`config.mk`:
```
export PLATFORM = sky130hd
export DESIGN_NAME = pport_wake_detect
export DESIGN_NICKNAME = d
export VERILOG_FILES = /design/src/rtl/pport_wake_detect.sv
export SDC_FILE = /design/constraint.sdc
export NUM_CORES = 1
export LEC_CHECK = 0
export BUFFER_PORTS_ARGS = -buffer_cell sky130_fd_sc_hd__buf_4
export CELL_PAD_IN_SITES_DETAIL_PLACEMENT = 2
export CELL_PAD_IN_SITES_GLOBAL_PLACEMENT = 2
export CORE_MARGIN = 5
export CORE_UTILIZATION = 30
export DETAILED_ROUTE_END_ITERATION = 12
export GPL_TIMING_DRIVEN = 0
export PLACE_DENSITY = 0.83
export SKIP_CTS_REPAIR_TIMING = 1
export SLEW_MARGIN = 20
export SYNTH_ARGS = -nofsm -noshare
export SYNTH_HDL_FRONTEND = slang
export SYNTH_SLANG_ARGS = --single-unit
```
`constraint.sdc`:
```
create_clock -name clk -period 1.7 [get_ports clk]
set_input_delay 0.17 -clock clk [delete_from_list [all_inputs] [get_ports clk]]
set_output_delay 0.17 -clock clk [all_outputs]
set_load 0.1 [all_outputs]
```
`src/rtl/pport_wake_detect.sv`:
```
module pport_wake_detect #(
  parameter int DW = 8,
  parameter logic [DW-1:0] SIG0 = 8'h62,
  parameter logic [DW-1:0] SIG1 = 8'h70
) (
  input  logic          clk,
  input  logic          rst_n,
  input  logic [DW-1:0] pd_i,
  input  logic          sel_i,
  input  logic          afd_i,
  input  logic          init_i,
  input  logic [DW-1:0] unit_i,
  output logic [3:0]    stat_o,
  output logic          selected_o,
  output logic [DW-1:0] mode_o
);

  typedef enum logic [3:0] {
    ST_IDLE, ST_B, ST_P, ST_U, ST_ARM, ST_MODE, ST_LATCH, ST_ECHO, ST_ON, ST_OFF
  } st_t;

  st_t st, nx;
  logic [DW-1:0] data_q, mode_q;
  logic sel_q, sel_ff;

  wire ev     = pd_i != data_q;
  wire is_epp = mode_q[2];
  wire echo_en = (st == ST_LATCH || st == ST_ECHO) && sel_i;
  wire [3:0] echo = {mode_q[3], mode_q[2:0]};

  assign stat_o     = echo_en ? (afd_i ? echo : ~echo) : 4'b0000;
  assign selected_o = sel_ff;
  assign mode_o     = mode_q;

  always_comb begin
    nx = st;
    unique case (st)
      ST_IDLE:  if (sel_i && ev && pd_i == SIG0) nx = ST_B;
      ST_B:     if (!sel_i) nx = ST_IDLE; else if (ev) nx = (pd_i == SIG1) ? ST_P : ST_IDLE;
      ST_P:     if (!sel_i) nx = ST_IDLE; else if (ev) nx = (pd_i == unit_i) ? ST_U : ST_IDLE;
      ST_U:     if (!sel_i) nx = ST_IDLE; else if (ev) nx = (pd_i == ~unit_i) ? ST_ARM : ST_IDLE;
      ST_ARM:   if (!sel_i && init_i) nx = ST_MODE;
      ST_MODE:  if (sel_i) nx = ST_IDLE; else if (ev) nx = ST_LATCH;
      ST_LATCH: if (sel_i) nx = ST_ECHO;
      ST_ECHO:  if (!sel_i) nx = ST_ON;
      ST_ON:    if (is_epp ? init_i : sel_i) nx = ST_OFF;
      ST_OFF:   if (sel_q && !sel_i) nx = ST_IDLE;
      default:  nx = ST_IDLE;
    endcase
  end

  always_ff @(posedge clk) begin
    if (!rst_n) begin
      st     <= ST_IDLE;
      data_q <= '0;
      mode_q <= '0;
      sel_q  <= 1'b0;
      sel_ff <= 1'b0;
    end else begin
      st     <= nx;
      data_q <= pd_i;
      sel_q  <= sel_i;
      sel_ff <= (nx == ST_ON) || (nx == ST_OFF);
      if (st == ST_MODE && !sel_i && ev) mode_q <= pd_i;
    end
  end

  assert_b_on_change_R4: assert property (@(posedge clk) disable iff (!rst_n)
    (st == ST_B && $past(st) == ST_IDLE) |-> ($past(pd_i) != $past(data_q) && $past(pd_i) == SIG0));

  assert_unit_match_R5: assert property (@(posedge clk) disable iff (!rst_n)
    (st == ST_U && $past(st) == ST_P) |-> $past(pd_i) == $past(unit_i));

  assert_abort_release_R7: assert property (@(posedge clk) disable iff (!rst_n)
    ((st == ST_B || st == ST_P || st == ST_U) && !sel_i) |=> st == ST_IDLE);

  assert_enter_release_R8: assert property (@(posedge clk) disable iff (!rst_n)
    $rose(selected_o) |-> (!$past(sel_i) && $past(st) == ST_ECHO));

  assert_mode_hold_R2: assert property (@(posedge clk) disable iff (!rst_n)
    selected_o |-> $stable(mode_q));

  assert_quiet_selected_R11: assert property (@(posedge clk) disable iff (!rst_n)
    selected_o |-> stat_o == 4'b0000);

  assert_leave_release_R9: assert property (@(posedge clk) disable iff (!rst_n)
    $fell(selected_o) |-> ($past(sel_q) && !$past(sel_i)));

endmodule

```
==> metrics.yaml, run 1 <==
finish:
  final_nets: 205
  seqCellArea_um2: 447
  antennaDiodeCount: 0
  syn2layout_area_growth_pct: 41.1
  multi_input_area_um2: 827
  nFillCells: 442
  final_core_util_pct: 44.4
  stdcell_count: 233
  layout-drive-gt1-share_pct: 35.0
  final_cell_area_um2: 1800
hold_path:
  worstHoldStart: "pd_i[5]"
  holdPathEnd: "data_q[5]"
  hold_depth: 2
  holdCritPathClass: "in -> reg"
timing:
  tightest_slew_ns: 0.473
  min_period_ns: 1.67
  rsz0062_at_grt: "true"
  tns_ns: 0
  hold_viol: 0
  setup_viol: 0
  slew_violations: 0
  slew_headroom_pct: 68.4
  whs_ns: 0.158
  period_share_pct: 98.4
  skew_ns: 0.00179
  max_freq_ghz: 0.598
  layout_setup_ws_ns: 0.0277
clock_network:
  clkSinkCount: 22
  cts_buffer_depth: 2
  clock_latency_ns: 0.27
  clockRootBuffer: "clkbuf_8"
  cts_tree: "yes"
  htreeDepth: 1
  clk_pin_slew_ns: 0.09
  cts_made_buffers: 3
synth:
  seq_area_frac_synth_pct: 34.5
  synth_warnings: 0
  synth-adder-area-share_pct: 0
  synth-compound-area-share_pct: 13.2
  yosysTopAreaCellShare_pct: 34.5
  synth_fp_nets: 161
  netlist_instances: 140
  yosysTopAreaCell: "dfxtp_1"
  synth-xor-area-share_pct: 13.7
  synth.most_common_cell: "dfxtp_1"
  synth-main-ff-cell: "dfxtp_1"
  muxShareOfSynthArea_pct: 6.27
  synth_area_um2: 1280
  async_flop_share_pct: 0
  synth_cell_types: 37
  synth_common_cells: "22 x dfxtp_1, 15 x nor2b_1, 12 x xor2_1"
  synth_top_family_by_area: "simple AND/OR/NAND/NOR gates"
  ys_ff_latch: 22
  syn_avg_cell_area_um2: 9.12
  synth-simple-area-share_pct: 27.6
  synth_area_leaders: "dfxtp_1 34%, xor2_1 8.2%, nor2b_1 7.3%"
  synth_edf_count: 0
placement:
  hpwlAfterDp_um: 3300
  port_buffers: 33
  gp_congestion: 0.832
  dp.cells: 223
  placed_area_um2: 1630
  post-place-ws_ns: -0.0536
die:
  fp-row-count: 23
  die_area_um2: 5660
  die_h_um: 75.3
  fp.dieW_um: 75.3
  io_pins: 34
  core_um2: 4060
  initial_core_util_pct: 31.5
detailed_routing:
  drt_iter0_markers: 51
  drc: 0
  routed_wl_um: 4740
  viasPerCell: 5.08
  antenna_left: 0
  vias: 1184
  wire_per_inst_um: 20.4
  drt_first_pass_iters: 3
critical_path:
  reg2reg_slack_ns: 0.04
  cp_max_fo: 5
  r2r-end: "st[2]"
  end_kind: "output pin"
  cp_data_required_time_ns: 1.53
  r2r_start: "data_q[2]"
  cp-start-kind: "flip-flop"
  worst_ep_arrival_time_ns: 1.50
  critical_path_class: "reg -> out"
  reg2reg_depth: 5
power_and_ir_drop:
  power.total_mw: 1.22
  power_density_nw_per_um2: 676
  p_leak_nw: 0.756
  irDropWorstVdd_v: 0.000337
flow_run:
  maxCapViolations: 0
status:
  status: "complete, no violations"
global_routing:
  grt-ovfl-total: 0
  grt_pass1_wl_um: 7050
  track_usage_pct: 16.8
  grt_max_degree: 14
  grt_pass1_vias: 1343
  antenna_found_initial: 0
==> cell usage in the layout (no fill, tap or decap), types with 4 or more instances in the layout <==
cell and n:
xnor2_1 8, xor2_1 12, mux2i_1 8, a21oi_1 4, and2_1 8, o21ai_0 4, dfxtp_1 17, nand2_1 7
buf_4 35, nor2b_1 14, a211oi_1 4, nor2_4 4, dfxtp_2 5
==> logic make-up after synthesis <==
logic type             after synthesis
flip-flops                          22
buffers and inverters               10
XOR/XNOR                            20
AO/OA/AOI/OAI                       22
multiplexers                         8
AND/OR/NAND/NOR                     58
==> how the worst max path moves through the flow <==
| stage | startpoint | end | slack, ns | cells past startpoint |
|---|---|---|---|---|
| final | st[2] | stat_o[2] | 0.03 | 5 |
| after global placement | st[2] | stat_o[2] | 0.06 | 5 |
| after floorplan | st[2] | stat_o[0] | 0.06 | 4 |
| after global routing | data_q[2] | st[2] | -0.07 | 5 |
| after detailed placement | st[2] | stat_o[3] | -0.05 | 5 |
| after CTS | st[2] | stat_o[3] | -0.37 | 5 |
==> area by class of cell <==
class	instances	area share, %
Buffer	7	2.78
Clock buffer	3	2.29
Clock inverter	1	1.67
Inverter	3	0.625
Multi-Input combinational cell	108	45.9
Sequential cell	22	24.8
Tap cell	50	3.47
Timing Repair Buffer	39	18.5
==> worst max-delay path: stages (launching register included) <==
cell and delay, ns:
dfxtp_2 0.35, buf_6 0.12, nor2b_4 0.23, nand3_4 0.18
nor2_4 0.12, buf_6 0.23
==> registers in the layout (all words and copies together) (netlist names) <==
signal      flops
sel_q           1
selected_o      1
st              4
data_q          8
mode_o          8
==> layer usage <==
metal,vias to the layer above,GRT usage (%),part of all wire [%]
met5,-,0,0
met2,26,29.9,53
met3,7,3.20,3.6
met4,0,5.63,1.4
li1,571,-,-
met1,580,20.2,42
==> report_power, final <==
| part | leakage [nW] | internal (mW) | switching [mW] | total [mW] |
|---|---|---|---|---|
| Clock | 0.0357 | 0.315 | 0.193 | 0.508 |
| Sequential | 0.182 | 0.528 | 0.00731 | 0.535 |
| Combinational | 0.538 | 0.0816 | 0.0940 | 0.176 |
(Power assumes the default switching activity.)
==> run 2: changes to the inputs <==
--- a/config.mk
+++ b/config.mk
@@ -12,7 +12,7 @@
 export CORE_UTILIZATION = 30
 export DETAILED_ROUTE_END_ITERATION = 12
 export GPL_TIMING_DRIVEN = 0
-export PLACE_DENSITY = 0.83
+export PLACE_DENSITY_LB_ADDON = 0.1
 export SKIP_CTS_REPAIR_TIMING = 1
 export SLEW_MARGIN = 20
 export SYNTH_ARGS = -nofsm -noshare
==> run 2 against run 1 <==
  * Wire length fell by 6.8%
  * Sequential power barely moved
  * Worst setup slack improved by 0.053 ns
  * Combinational power barely moved
  * Clock power barely moved
  * Largest power group unchanged
  * First-iteration DRC count fell by 51%
  * Via count rose by 2.4%
  * Worst hold slack improved by 0.0060 ns
  * Maximum frequency rose by 3.3%
  * Design area rose by 0.14%
  * Die area did not move
==> metrics.yaml, run 2 (same netlist as run 1, synthesis figures left out) <==
status:
  status: "complete, no violations"
critical_path:
  reg2reg_depth: 6
  cp-start-kind: "flip-flop"
  r2r-end: "st[0]"
  crit_chain: "buf_6 > nor2b_4 > nand3_4 > nor2_4 > buf_12"
  cp_max_fo: 7
  reg2reg_slack_ns: 0.11
  cp_data_required_time_ns: 1.53
  critical_path_class: "reg -> out"
  end_kind: "output pin"
  crit_slowest_cell: "dfxtp_2"
  critPathMaxStageDelay_ns: 0.34
  r2r_start: "st[3]"
  worst_ep_arrival_time_ns: 1.45
timing:
  slew_violations: 0
  period_share_pct: 95.2
  setup_viol: 0
  skew_ns: 0.00240
  max_freq_ghz: 0.618
  whs_ns: 0.164
  min_period_ns: 1.62
  tightest_slew_ns: 0.515
  rsz0062_at_grt: "false"
  slew_headroom_pct: 65.6
  tns_ns: 0
  hold_viol: 0
global_routing:
  grt_max_degree: 14
  grt_pass1_wl_um: 6840
  grt-ovfl-total: 0
  antenna_found_initial: 0
  grt_pass1_vias: 1343
  track_usage_pct: 16.3
power_and_ir_drop:
  irDropWorstVdd_v: 0.000304
  p_leak_nw: 0.759
  power_density_nw_per_um2: 673
finish:
  antennaDiodeCount: 0
  final_common_cell: "buf_4"
  final_nets: 206
  layout_common_cells: "37 x buf_4, 17 x dfxtp_1, 14 x nor2b_1"
  nFillCells: 423
  layout-drive-gt1-share_pct: 35.3
  stdcell_count: 234
  final_core_util_pct: 44.5
  syn2layout_area_growth_pct: 41.3
detailed_routing:
  met2WireLength_um: 2440
  drt_first_pass_iters: 4
  dr_wl_met3_um: 107
  routed_wl_um: 4420
  drt_iter0_markers: 25
  drt-met1-wl_um: 1820
  drc: 0
  top_layer_used: "met4"
  wire_per_inst_um: 18.9
  viasPerCell: 5.18
  antenna_left: 0
  vias: 1212
placement:
  port_buffers: 33
  dp.cells: 223
  hpwlAfterDp_um: 3240
  gp_congestion: 0.792
clock_network:
  cts_made_buffers: 3
  clkSinkCount: 22
  cts_tree: "yes"
  htreeDepth: 1
  clock_latency_ns: 0.27
  cts_buffer_depth: 2
  clk_pin_slew_ns: 0.09
  clockRootBuffer: "clkbuf_8"
die:
  io_pins: 34
  die_h_um: 75.3
  core_um2: 4060
  initial_core_util_pct: 31.5
  die_area_um2: 5660
  fp.dieW_um: 75.3
  fp-row-count: 23
hold_path:
  hold_depth: 2
  holdCritPathClass: "in -> reg"
  holdPathEnd: "data_q[6]"
  worstHoldStart: "pd_i[6]"
flow_run:
  maxCapViolations: 0
## run 2: through the flow
step / total power [mW] / worst slack (ns) / area (um^2)
global route: 1.26 / 0.000941 / 1810
detailed placement: 0.714 / -0.0439 / 1630
CTS: 1.22 / -0.349 / 1700
finish: 1.22 / 0.0809 / 1810
floorplan: 0.632 / 0.0570 / 1320
global placement: 0.705 / 0.0395 / 1630
## run 2: how the worst max path moves through the flow
| stage | start | to | slack [ns] | cells past startpoint |
|---|---|---|---|---|
| floorplan | st[2] | stat_o[0] | 0.06 | 4 |
| global placement | st[2] | stat_o[2] | 0.04 | 5 |
| detailed placement | st[2] | stat_o[3] | -0.04 | 5 |
| CTS | st[2] | stat_o[3] | -0.35 | 5 |
| global route | st[2] | stat_o[0] | 0.0009 | 5 |
| finish | st[2] | stat_o[3] | 0.08 | 5 |
## run 2: final cells by class
cell class              count  area (um^2)  share of cell area (%)
plain buffers               7         50.0                    2.77
clock buffers               3         41.3                    2.29
clock inverters             1         30.0                    1.66
inverters                   3         11.3                   0.624
multi-input cells         108          827                    45.8
flip-flops and latches     22          447                    24.7
well taps                  50         62.6                    3.47
repair buffers             40          337                    18.6
## run 2: power breakdown
part	total, mW	internal (mW)	leakage, nW	switching [mW]
combinational	0.176	0.0822	0.541	0.0940
sequential	0.534	0.528	0.182	0.00629
clock	0.505	0.315	0.0357	0.190
## run 2: critical path: cells and delay by family, from the launching register on
| family | cells | cell delay (ns) |
|---|---|---|
| DFF | 1 | 0.34 |
| and+or+nand+nor | 3 | 0.54 |
| buffers and inverters | 2 | 0.30 |
## run 2: per-layer routing
metal  global-route usage (%)  vias to the layer above
met4                     4.08                        0
met3                     3.07                        6
li1                         -                      580
met5                        0                        -
met2                     31.3                       19
met1                     18.3                      607
